===== src/rtl/dstk_pkg.sv =====
package dstk_pkg;

    typedef enum logic [1:0] {
        CMD_STACK   = 2'd0,
        CMD_LOAD    = 2'd1,
        CMD_RESTORE = 2'd2,
        CMD_RSVD    = 2'd3
    } cmd_kind_e;

    typedef enum logic [2:0] {
        ACT_IDLE,
        ACT_STACK,
        ACT_FAULT,
        ACT_LOAD,
        ACT_RESTORE
    } act_e;

endpackage


===== src/rtl/dstk_step_check.sv =====
module dstk_step_check #(
    parameter int WORD_AW = 6,
    parameter int STEP_W  = 3
) (
    input  logic [WORD_AW-1:0] cur_word,
    input  logic [STEP_W-1:0]  step,
    input  logic               rd_req,
    input  logic               ufl_chk,
    output logic [WORD_AW-1:0] new_word,
    output logic               step_nz,
    output logic               fault
);
    localparam int SUM_W = WORD_AW + 2;
    localparam int EXT_W = SUM_W - STEP_W;

    logic signed [SUM_W-1:0] sum;
    logic                    over, under, empty_rd;

    always_comb begin
        sum      = $signed({2'b00, cur_word}) + $signed({{EXT_W{step[STEP_W-1]}}, step});
        under    = sum[SUM_W-1];
        over     = !sum[SUM_W-1] && sum[WORD_AW];
        empty_rd = rd_req && ufl_chk && (cur_word == '0);
        fault    = over || under || empty_rd;
        new_word = sum[WORD_AW-1:0];
        step_nz  = (step != '0);
    end

    always_comb begin
        if (!fault) begin
            assert_no_overflow_R6: assert (({1'b0, cur_word} + {{(WORD_AW+1-STEP_W){step[STEP_W-1]}}, step}) <= (WORD_AW+1)'(2**WORD_AW - 1)
                                            || step[STEP_W-1]);
        end
    end

endmodule


===== src/rtl/dstk_ptr_reg.sv =====
module dstk_ptr_reg
    import dstk_pkg::*;
#(
    parameter int PTR_W   = 8,
    parameter int WORD_AW = 6
) (
    input  logic               clk,
    input  logic               rst_n,
    input  act_e               act,
    input  logic [WORD_AW-1:0] new_word,
    input  logic               step_nz,
    input  logic [PTR_W-1:0]   load_val,
    output logic [PTR_W-1:0]   ptr
);
    logic [PTR_W-1:0] saved;

    always_ff @(posedge clk) begin
        if (!rst_n) begin
            ptr   <= '0;
            saved <= '0;
        end else begin
            unique case (act)
                ACT_STACK: begin
                    ptr <= {ptr[PTR_W-1:WORD_AW], new_word};
                    if (step_nz) saved <= ptr;
                end
                ACT_LOAD: begin
                    saved <= ptr;
                    ptr   <= load_val;
                end
                ACT_RESTORE: ptr <= saved;
                default: ;
            endcase
        end
    end

    assert_restore_value_R9: assert property (@(posedge clk) disable iff (!rst_n)
        act == ACT_RESTORE |=> ptr == $past(saved));

    assert_idle_holds_ptr_R10: assert property (@(posedge clk) disable iff (!rst_n)
        (act == ACT_IDLE || act == ACT_FAULT) |=> $stable(ptr));

    assert_bank_kept_R2: assert property (@(posedge clk) disable iff (!rst_n)
        act == ACT_STACK |=> ptr[PTR_W-1:WORD_AW] == $past(ptr[PTR_W-1:WORD_AW]));

endmodule


===== src/rtl/dstk_bank_mem.sv =====
module dstk_bank_mem #(
    parameter int DATA_W    = 16,
    parameter int WORD_AW   = 6,
    parameter int NUM_BANKS = 2,
    parameter int BANK_IW   = 1
) (
    input  logic               clk,
    input  logic               rst_n,
    input  logic               rd_en,
    input  logic [BANK_IW-1:0] bank,
    input  logic [WORD_AW-1:0] rd_addr,
    input  logic               wr_en,
    input  logic [WORD_AW-1:0] wr_addr,
    input  logic [DATA_W-1:0]  wr_data,
    output logic [DATA_W-1:0]  rd_data,
    output logic               rd_valid
);
    localparam int DEPTH = 2 ** WORD_AW;

    logic [DATA_W-1:0] rd_word [NUM_BANKS];

    for (genvar b = 0; b < NUM_BANKS; b++) begin : g_bank
        logic [DATA_W-1:0] store [DEPTH];

        always_ff @(posedge clk) begin
            if (wr_en && (bank == BANK_IW'(b))) store[wr_addr] <= wr_data;
        end

        assign rd_word[b] = store[rd_addr];
    end

    always_ff @(posedge clk) begin
        if (!rst_n) begin
            rd_data  <= '0;
            rd_valid <= 1'b0;
        end else begin
            rd_valid <= rd_en;
            if (rd_en) rd_data <= rd_word[bank];
        end
    end

    assert_rd_valid_source_R4: assert property (@(posedge clk) disable iff (!rst_n)
        rd_valid |-> $past(rd_en));

endmodule


===== src/rtl/dstk_unit.sv =====
module dstk_unit
    import dstk_pkg::*;
#(
    parameter int DATA_W    = 16,
    parameter int PTR_W     = 8,
    parameter int WORD_AW   = 6,
    parameter int STEP_W    = 3,
    parameter int NUM_BANKS = 2
) (
    input  logic              clk,
    input  logic              rst_n,
    input  logic              cmd_valid,
    input  logic              cmd_emu,
    input  logic [1:0]        cmd_kind,
    input  logic              cmd_read,
    input  logic              cmd_ufl_chk,
    input  logic [STEP_W-1:0] cmd_step,
    input  logic              cmd_write,
    input  logic              cmd_wr_adj,
    input  logic [DATA_W-1:0] cmd_wdata,
    input  logic [PTR_W-1:0]  bus_b,
    output logic [PTR_W-1:0]  stk_ptr,
    output logic [DATA_W-1:0] rd_data,
    output logic              rd_valid,
    output logic              stk_err
);
    localparam int BANK_IW = (NUM_BANKS > 1) ? $clog2(NUM_BANKS) : 1;

    act_e               act;
    logic [WORD_AW-1:0] cur_word, new_word, wr_addr;
    logic [BANK_IW-1:0] bank;
    logic               step_nz, fault;

    assign cur_word = stk_ptr[WORD_AW-1:0];
    assign bank     = stk_ptr[WORD_AW +: BANK_IW];

    dstk_step_check #(.WORD_AW(WORD_AW), .STEP_W(STEP_W)) u_check (
        .cur_word (cur_word),
        .step     (cmd_step),
        .rd_req   (cmd_read),
        .ufl_chk  (cmd_ufl_chk),
        .new_word (new_word),
        .step_nz  (step_nz),
        .fault    (fault)
    );

    always_comb begin
        act = ACT_IDLE;
        if (cmd_valid && cmd_emu) begin
            unique case (cmd_kind_e'(cmd_kind))
                CMD_STACK:   act = fault ? ACT_FAULT : ACT_STACK;
                CMD_LOAD:    act = ACT_LOAD;
                CMD_RESTORE: act = ACT_RESTORE;
                default:     act = ACT_IDLE;
            endcase
        end
    end

    always_comb begin
        stk_err = (act == ACT_FAULT);
        wr_addr = cmd_wr_adj ? new_word : cur_word;
    end

    dstk_ptr_reg #(.PTR_W(PTR_W), .WORD_AW(WORD_AW)) u_ptr (
        .clk      (clk),
        .rst_n    (rst_n),
        .act      (act),
        .new_word (new_word),
        .step_nz  (step_nz),
        .load_val (bus_b),
        .ptr      (stk_ptr)
    );

    dstk_bank_mem #(
        .DATA_W(DATA_W), .WORD_AW(WORD_AW), .NUM_BANKS(NUM_BANKS), .BANK_IW(BANK_IW)
    ) u_mem (
        .clk      (clk),
        .rst_n    (rst_n),
        .rd_en    (act == ACT_STACK && cmd_read),
        .bank     (bank),
        .rd_addr  (cur_word),
        .wr_en    (act == ACT_STACK && cmd_write),
        .wr_addr  (wr_addr),
        .wr_data  (cmd_wdata),
        .rd_data  (rd_data),
        .rd_valid (rd_valid)
    );

    assert_fault_freezes_R6: assert property (@(posedge clk) disable iff (!rst_n)
        stk_err |=> ($stable(stk_ptr) && !rd_valid));

    assert_foreign_task_silent_R10: assert property (@(posedge clk) disable iff (!rst_n)
        (cmd_valid && !cmd_emu) |-> !stk_err);

endmodule


===== config.mk =====
export PLATFORM = sky130hd
export DESIGN_NAME = dstk_unit
export DESIGN_NICKNAME = d
export VERILOG_FILES = /design/src/rtl/dstk_pkg.sv /design/src/rtl/dstk_step_check.sv /design/src/rtl/dstk_ptr_reg.sv /design/src/rtl/dstk_bank_mem.sv /design/src/rtl/dstk_unit.sv
export SDC_FILE = /design/constraint.sdc
export NUM_CORES = 2
export LEC_CHECK = 0
export BUFFER_PORTS_ARGS = -buffer_cell sky130_fd_sc_hd__buf_2
export CAP_MARGIN = 15
export CORE_AREA = 2 2 371 373
export CTS_BUF_LIST = sky130_fd_sc_hd__clkbuf_4 sky130_fd_sc_hd__clkbuf_8 sky130_fd_sc_hd__clkbuf_16
export DETAILED_ROUTE_END_ITERATION = 10
export DIE_AREA = 0 0 373 375
export GPL_TIMING_DRIVEN = 0
export PLACE_DENSITY = 0.76
export SETUP_SLACK_MARGIN = 0.1
export SLEW_MARGIN = 20
export SYNTH_ARGS = -nofsm -noshare
export SYNTH_HDL_FRONTEND = slang
export SYNTH_HIERARCHICAL = 1
export SYNTH_SLANG_ARGS = --single-unit

===== constraint.sdc =====
create_clock -name clk -period 11.4 [get_ports clk]
set_input_delay 1.14 -clock clk [delete_from_list [all_inputs] [get_ports clk]]
set_output_delay 1.14 -clock clk [all_outputs]
set_load 0.03 [all_outputs]

## Word-level counts from Yosys, hierarchy flattened

Memory sizes are Yosys's and may differ from the RTL's. A register that Yosys moved wholly into a read port is not among the register bits.
Cells that the tools add are included.

- Logic and storage cells: 56
- Output and inout bits: 26
- Latch bits: 0
- ROM bits: 0
- Flip-flop bits (word level): 33
- Input port bits: 37
- RAM bits: 2048
- Memories kept: 2

- Muxes and demuxes: 18
- Equality and inequality tests: 7
- Divide/modulo/power cells: 0
- Add/sub/neg operators: 1
- $mul: 0
- Shift operators: 0
- Reductions and logical operators: 19
- Order comparisons: 1
- Bitwise operators: 3

Memory list:

| memory | depth | bits a word | rd ports | clocked after Yosys merged registers in | wr ports | RTL line | text |
|---|---|---|---|---|---|---|---|
| u_mem.g_bank[0].store | 64 | 16 | 1 | 1 | 1 | dstk_bank_mem.sv:23 | `logic [DATA_W-1:0] store [DEPTH];` |
| u_mem.g_bank[1].store | 64 | 16 | 1 | 1 | 1 | dstk_bank_mem.sv:23 |  |

Operators with widths:

| kind | number |
|---|---|
| 2-to-1 mux 16 bit | 3 |
| 2-to-1 mux 6 bit | 5 |
| one-hot mux 8 bit (3 select lines) | 1 |
| one-hot mux 8 bit (2 select lines) | 1 |
| one-hot mux 3 bit (3 select lines) | 1 |
| adder 7 x 3 -> 8 bit | 1 |
| logical AND 1 bit | 8 |
| 2-to-1 mux 8 bit | 1 |
| equality test 3 x 2 -> 1 bit (second input constant) | 2 |
| zero test 6 bit | 1 |
| nonzero test 3 bit | 2 |
| 2-to-1 mux 1 bit | 4 |
| AND reduction 2 bit | 2 |
| nonzero test 2 bit | 2 |
| equality test 3 x 1 -> 1 bit (second input constant) | 1 |
| equality test 3 bit (second input constant) | 1 |
| 2-to-1 mux 3 bit | 1 |
| equality test 2 x 1 -> 1 bit (second input constant) | 1 |
| equality test 2 bit (second input constant) | 1 |
| greater-or-equal comparator 2 bit (second input constant) | 1 |
| zero test 2 bit | 1 |
| logical OR 1 bit | 2 |
| 2-to-1 mux 2 bit | 1 |
| inequality test 2 bit (second input constant) | 1 |
| other kinds (3) | 4 |

## Logic depth before layout (Yosys ltp)

- Depth in word-level cells: 13
- Gate-level depth with buffers: 13
- Depth with buffers taken out: 13

## Cells and area by module

The synthesis kept the hierarchy.

Modules (own cells, without submodules):

| module | instances | sequential area each (um^2) | area an instance (um^2) | cells each |
|---|---|---|---|---|
| dstk_bank_mem | 1 | 61839.3 | 79661.4 | 3672 |
| dstk_ptr_reg | 1 | 320.3 | 867.1 | 99 |
| dstk_step_check | 1 | 0.0 | 307.8 | 36 |
| dstk_unit | 1 | 0.0 | 156.4 | 18 |

## Least setup slack after synthesis

Ideal clock, no wire load.

- Path kind: input to register
- Start: input cmd_step[0]
- End: memory u_mem.g_bank[0].store[59][0], enable pin
- Library setup time: 0.389 ns
- Buffers on the path: 1
- Arrival time: 4.314 ns
- Setup slack: 6.698 ns
- Cell stages on the path: 11
- Data required time: 11.011 ns
- Path through: ha_1 fa_1 a21o_1 a221o_1 a2111oi_2 o31ai_1 nor3b_1 nor2b_1 clkbuf_1 nand4_1 nor2_1

- Cells in the longest elaborated chain, start to end: 13
- Elaborated cells between the ends (all ways): 14
- Those cells by class: add/sub: 1; eq/ne: 1; mux: 6; reduce/logical: 6

RTL lines:

| element | RTL line | text |
|---|---|---|
| from (decl) | dstk_unit.sv:17 | `input logic [STEP_W-1:0] cmd_step,` |
| adder 7 x 3 -> 8 bit * | dstk_step_check.sv:20 | `sum = $signed({2'b00, cur_word}) + $signed({{EXT_W{step[STEP_W-1]}}, step});` |
| zero test 1 bit | dstk_step_check.sv:22 | `over = !sum[SUM_W-1] && sum[WORD_AW];` |
| logical AND 1 bit | dstk_step_check.sv:22 |  |
| logical OR 1 bit * (2 in series) | dstk_step_check.sv:24 | `fault = over \|\| under \|\| empty_rd;` |
| via fault | dstk_unit.sv:32 | `logic step_nz, fault;` |
| 2-to-1 mux 2 bit * | dstk_unit.sv:51 | `CMD_STACK: act = fault ? ACT_FAULT : ACT_STACK;` |
| one-hot mux 3 bit (3 select lines) * | dstk_unit.sv:50 | `unique case (cmd_kind_e'(cmd_kind))` |
| 2-to-1 mux 3 bit * | dstk_unit.sv:49 | `if (cmd_valid && cmd_emu) begin` |
| equality test 3 x 1 -> 1 bit * | dstk_unit.sv:82 | `.wr_en (act == ACT_STACK && cmd_write),` |
| logical AND 1 bit * | dstk_unit.sv:82 |  |
| logical AND 1 bit * | dstk_bank_mem.sv:26 | `if (wr_en && (bank == BANK_IW'(b))) store[wr_addr] <= wr_data;` |
| 2-to-1 mux 1 bit * | dstk_bank_mem.sv:26 |  |
| 2-to-1 mux 1 bit (not written as such) * | dstk_bank_mem.sv:26 |  |
| to (decl) | dstk_bank_mem.sv:23 |  |

Mark *: on every way through the listed nets, which the timed path passes. The rest lies on a longest branch.

## Worst setup path after layout

- Start: register u_ptr.ptr[5]
- End: register u_mem.rd_data[4]

- Cells in the longest elaborated chain, start to end: 10
- Elaborated cells between the ends (all ways): 12
- Those cells by class: add/sub: 1; eq/ne: 1; mux: 3; reduce/logical: 7

RTL lines:

| element | RTL line | text |
|---|---|---|
| from (decl) | dstk_ptr_reg.sv:13 | `output logic [PTR_W-1:0] ptr` |
| from (signal assigned) | dstk_ptr_reg.sv:24 | `ptr <= {ptr[PTR_W-1:WORD_AW], new_word};` |
| from (signal assigned) | dstk_ptr_reg.sv:29 | `ptr <= load_val;` |
| from (signal assigned) | dstk_ptr_reg.sv:31 | `ACT_RESTORE: ptr <= saved;` |
| adder 7 x 3 -> 8 bit | dstk_step_check.sv:20 |  |
| zero test 1 bit | dstk_step_check.sv:22 |  |
| logical AND 1 bit | dstk_step_check.sv:22 |  |
| logical OR 1 bit | dstk_step_check.sv:24 |  |
| logical OR 1 bit * | dstk_step_check.sv:24 |  |
| via fault | dstk_unit.sv:32 |  |
| 2-to-1 mux 2 bit * | dstk_unit.sv:51 |  |
| one-hot mux 3 bit (3 select lines) * | dstk_unit.sv:50 |  |
| 2-to-1 mux 3 bit * | dstk_unit.sv:49 |  |
| equality test 3 x 1 -> 1 bit * | dstk_unit.sv:79 | `.rd_en (act == ACT_STACK && cmd_read),` |
| logical AND 1 bit * | dstk_unit.sv:79 |  |
| to (signal assigned) | dstk_bank_mem.sv:38 | `if (rd_en) rd_data <= rd_word[bank];` |
| to (decl) | dstk_bank_mem.sv:15 | `output logic [DATA_W-1:0] rd_data,` |

Marks and branches as above.
A chain may end at the register's enable or synchronous reset.

==> results.env <==
PRECTSSETUPSLACK_NS=4.99
DIE_HEIGHT_UM=375
MEASURED_SLEW_AT_THE_WORST_SLEW_CHECK_PIN_NS=1.46
HPWL_AFTER_DETAILED_PLACEMENT_UM=178000
YOSYSUNIQUECELLTYPES=73
FINAL_CRITICAL_PATH_SETUP_SLACK_NS=5.39
SYNTH.YOSYS.WARNINGS=6
MIN_PERIOD_OVER_PERIOD_PCT=52.7
WORSTPATHMAXFANOUT=10
NETLIST.AREA_LEADER.SHARE_PCT=75.9
FIN_SETUP_TNS_NS=0
CRITPATHREQUIREDTIME_NS=12.08
FP.DIEAREA_UM2=140000
ROUTE.ANTENNA.REMAINING_NETS=0
CTS_MADE_BUFFERS=198
GRT_PASS1_WL_UM=360000
POST-SYNTH-TOP-AREA-CELL='sky130_fd_sc_hd__edfxtp_1'
VIAS_PER_CELL=7.38
GP_ROUTABILITY_CONGESTION=1.09
POST_ROUTE_DRC_VIOLATION_COUNT=0
TIMING.CLOCK.SKEW_NS=0.0320
POST_CTS.RESIZED_INSTANCES=0
FINAL_COMMON_CELL='sky130_fd_sc_hd__edfxtp_1'
CTS_MAX_LEVEL=4
FINAL-SETUP-VIOL-COUNT=0
CP_SLOWEST_STAGE_DELAY_NS=0.89
FINAL_WL_UM=268000
CRIT_ARRIVAL_NS=6.70
FINALHOLDVIOLCOUNT=0
IO_BUFFER_COUNT=61
VIAS_IN_THE_FIRST_GLOBAL_ROUTE=43166
ROW_COUNT=136
MAX_CLOCK_FREQ_MHz=166
LAYOUT-DRIVE-GT1-SHARE_PCT=29.6
CTS_NUM_SINKS=2081
BOUNDARYPINS=63
CLK-INSERTION-DELAY-LATE_NS=0.86
POSTSYNTHREGISTERBITS=2081
DRT_FIRST_ITER_VIOLATIONS=8891
POST_SYNTH_INST_COUNT=3825
CP_SLOWEST_CELL='sky130_fd_sc_hd__clkbuf_1'
NETS=4244
GRT_MAX_DEGREE=105
FAILED_CHECKS='capacitance limit'
POSTSYNTHNETCOUNT=3870
CTS_TREE='done'
SYNTHESIS.AREA_PER_INSTANCE_UM2=21.2
VIA_COUNT=45520
WORST_PATH_MOST_REPEATED_CELL='sky130_fd_sc_hd__clkbuf_1'
CTSHOLDBUFFERS=0
CHIPWIDTH_UM=373
WORST-SETUP-PATH-TYPE='register to register'
FLOORPLAN.INITIALDENSITY_PCT=59.4
NUMBER_OF_MAX_CAP_VIOLATIONS=1
TOP_FLIP_FLOP_CELL_BY_INSTANCE_COUNT_AFTER_SYNTHESIS='sky130_fd_sc_hd__edfxtp_1'
ASYNC_FLOP_SHARE_PCT=0
YOSYS-TOP-CELLS-AREA='sky130_fd_sc_hd__edfxtp_1, sky130_fd_sc_hd__mux4_2, sky130_fd_sc_hd__mux2i_1, sky130_fd_sc_hd__dfxtp_1, sky130_fd_sc_hd__nor2_1'
TOTAL_LEAKAGE_POWER_nW=28.5
DP.CELLS=5792
MOSTFREQUENTLAYOUTCELLS='sky130_fd_sc_hd__edfxtp_1, sky130_fd_sc_hd__mux4_2, sky130_fd_sc_hd__clkbuf_16'
TIMING.HOLD.WS_NS=0.479
GRT.TOTAL_USAGE_PCT=38.6
FLOW.AREA_GROWTH_FROM_SYNTHESIS_PCT=14.0
POWER_DENSITY_nW_PER_UM2=175
CLK_PIN_SLEW_NS=0.06
MAPPEDNETLISTAREA_UM2=81000
RSZ0062_AT_GRT='no'
WORSTHOLDPATHTYPE='register to register'
SLEW_HEADROOM_PCT=2.75
FILLCELLCOUNT=8290
NUMBER_OF_ANTENNA_VIOLATIONS_AT_THE_FIRST_CHECK_IN_GLOBAL_ROUTING=19
CTS_SETUP_BUFFERS=0
MIN_PERIOD_NS=6.01
GRT_REMAINING_OVERFLOW=0
SLEW_VIOL_FINAL=0
TIMING.CRITICAL_PATH.CELLS='inv_1 -> ha_1 -> and3b_1 -> a221o_1 -> a2111oi_2 -> o31ai_1 -> nor3b_2 -> clkbuf_1 -> clkbuf_1 -> nand2_1 -> a211oi_1 -> o22ai_1'
INSTANCES_NO_FILL=6168
FIN_TOTAL_PWR_mW=16.1
CLK_PATH_BUF_DEPTH=3
DRT_PASS1_ITERATIONS=6
CORE_AREA_UM2=136000
SYNTH.YOSYS.SEQ_AREA_SHARE_PCT=76.7
OUTCOME='finished with violations'
VDD.IR_DROP.WORST_mV=0.148
ROUTED_LENGTH_PER_INSTANCE_UM=43.4
CLOCK-ROOT-BUFFER='sky130_fd_sc_hd__clkbuf_16'
SETUP.WORST_PATH.START_CLASS='register'
SYNTH_EDF_COUNT=2048
WORSTSETUPENDPOINTTYPE='register'
[worst paths after layout]
| path | start | to | slack (ns) | cells after the start |
|---|---|---|---|---|
| worst max-delay path | u_ptr/ptr[5] | u_mem/rd_data[4] | 5.39 | 12 |
| worst min-delay path | u_ptr/saved[0] | u_ptr/saved[0] | 0.48 | 2 |
| worst max register to register | u_ptr/ptr[5] | u_mem/rd_data[4] | 5.39 | 12 |
| worst min register to register | u_ptr/saved[0] | u_ptr/saved[0] | 0.48 | 2 |
[sequential cells by signal, summed over array words and instances (netlist names)]
register	flops
u_mem/rd_data	16
u_ptr/saved	8
u_ptr/ptr	8
u_mem/rd_valid	1
u_mem/g_bank.store	2048
[layout make-up]
| type | count | area [um^2] | area share (%) |
|---|---|---|---|
| clock inverters | 115 | 1040 | 1.12 |
| clock buffers | 250 | 5370 | 5.81 |
| multi-input cells | 1511 | 18100 | 19.6 |
| repair buffers | 174 | 2140 | 2.31 |
| well taps | 1794 | 2240 | 2.43 |
| plain buffers | 213 | 1220 | 1.32 |
| diodes | 10 | 25.0 | 0.0271 |
| inverters | 20 | 75.1 | 0.0813 |
| flip-flops and latches | 2081 | 62200 | 67.3 |
[report_power, final]
part	internal [mW]	leakage (nW)	switching (mW)
registers	8.40	18.7	0.0124
clock network	3.61	3.19	2.87
logic	0.362	6.60	0.864
total	12.4	28.5	3.75
[per-stage QoR]
stage	area [um^2]	utilization, %
after floorplan	81000	-
after global placement	83500	61.3
after detailed placement	85900	63.0
after CTS	92300	67.7
after global routing	92300	67.7
final	92400	67.8
[critical path, delay by kind of cell (launching register included)]
kind | cells | cell delay, ns
flops | 1 | 0.71
buf+inv | 3 | 1.89
compound gates | 5 | 1.70
simple gates | 3 | 1.18
fa+ha+maj | 1 | 0.35
[logic make-up after synthesis]
group | after synthesis | share of synthesized area, %
compound gates | 363 | 3.10
xor+xnor | 4 | 0.0433
fa+ha+maj | 8 | 0.133
buf+inv | 233 | 1.55
flops | 2081 | 76.7
mux | 667 | 15.6
simple gates | 469 | 2.84
[Yosys cell counts (6+ instances only)]
cell type,n
sky130_fd_sc_hd__a31oi_1,21
sky130_fd_sc_hd__nand2b_1,16
sky130_fd_sc_hd__buf_6,23
sky130_fd_sc_hd__a211oi_1,31
sky130_fd_sc_hd__a221oi_1,13
sky130_fd_sc_hd__nand2_1,99
sky130_fd_sc_hd__buf_4,36
sky130_fd_sc_hd__ha_1,7
sky130_fd_sc_hd__mux4_2,471
sky130_fd_sc_hd__a32oi_1,9
sky130_fd_sc_hd__o221ai_1,18
sky130_fd_sc_hd__a22oi_1,58
sky130_fd_sc_hd__o22a_1,6
sky130_fd_sc_hd__buf_2,61
sky130_fd_sc_hd__inv_1,20
sky130_fd_sc_hd__buf_1,16
sky130_fd_sc_hd__nor4_1,6
sky130_fd_sc_hd__nor2b_1,35
sky130_fd_sc_hd__clkbuf_1,77
sky130_fd_sc_hd__a221o_1,6
sky130_fd_sc_hd__nand3b_1,15
sky130_fd_sc_hd__o21ai_0,52
sky130_fd_sc_hd__nor2_1,162
sky130_fd_sc_hd__a21boi_1,8
sky130_fd_sc_hd__dfxtp_1,33
sky130_fd_sc_hd__nand3_1,46
sky130_fd_sc_hd__nor3_1,22
sky130_fd_sc_hd__mux2i_1,154
sky130_fd_sc_hd__a21oi_1,36
sky130_fd_sc_hd__and2_1,15
sky130_fd_sc_hd__nor3b_1,9
sky130_fd_sc_hd__edfxtp_1,2048
sky130_fd_sc_hd__a211o_1,11
sky130_fd_sc_hd__or2_2,6
sky130_fd_sc_hd__mux2_2,38
sky130_fd_sc_hd__nand4_1,11
sky130_fd_sc_hd__o21ai_1,8
sky130_fd_sc_hd__o22ai_1,55
[metal layers]
layer | vias up | global-route usage, % | part of all wire [%]
met4 | 8 | 24.6 | 7.8
met3 | 869 | 15.3 | 17
li1 | 16811 | - | -
met1 | 23284 | 49.8 | 32
met2 | 4548 | 55.1 | 43
met5 | - | 0 | 0.051
Note: power is estimated with default switching activity, not from simulation.
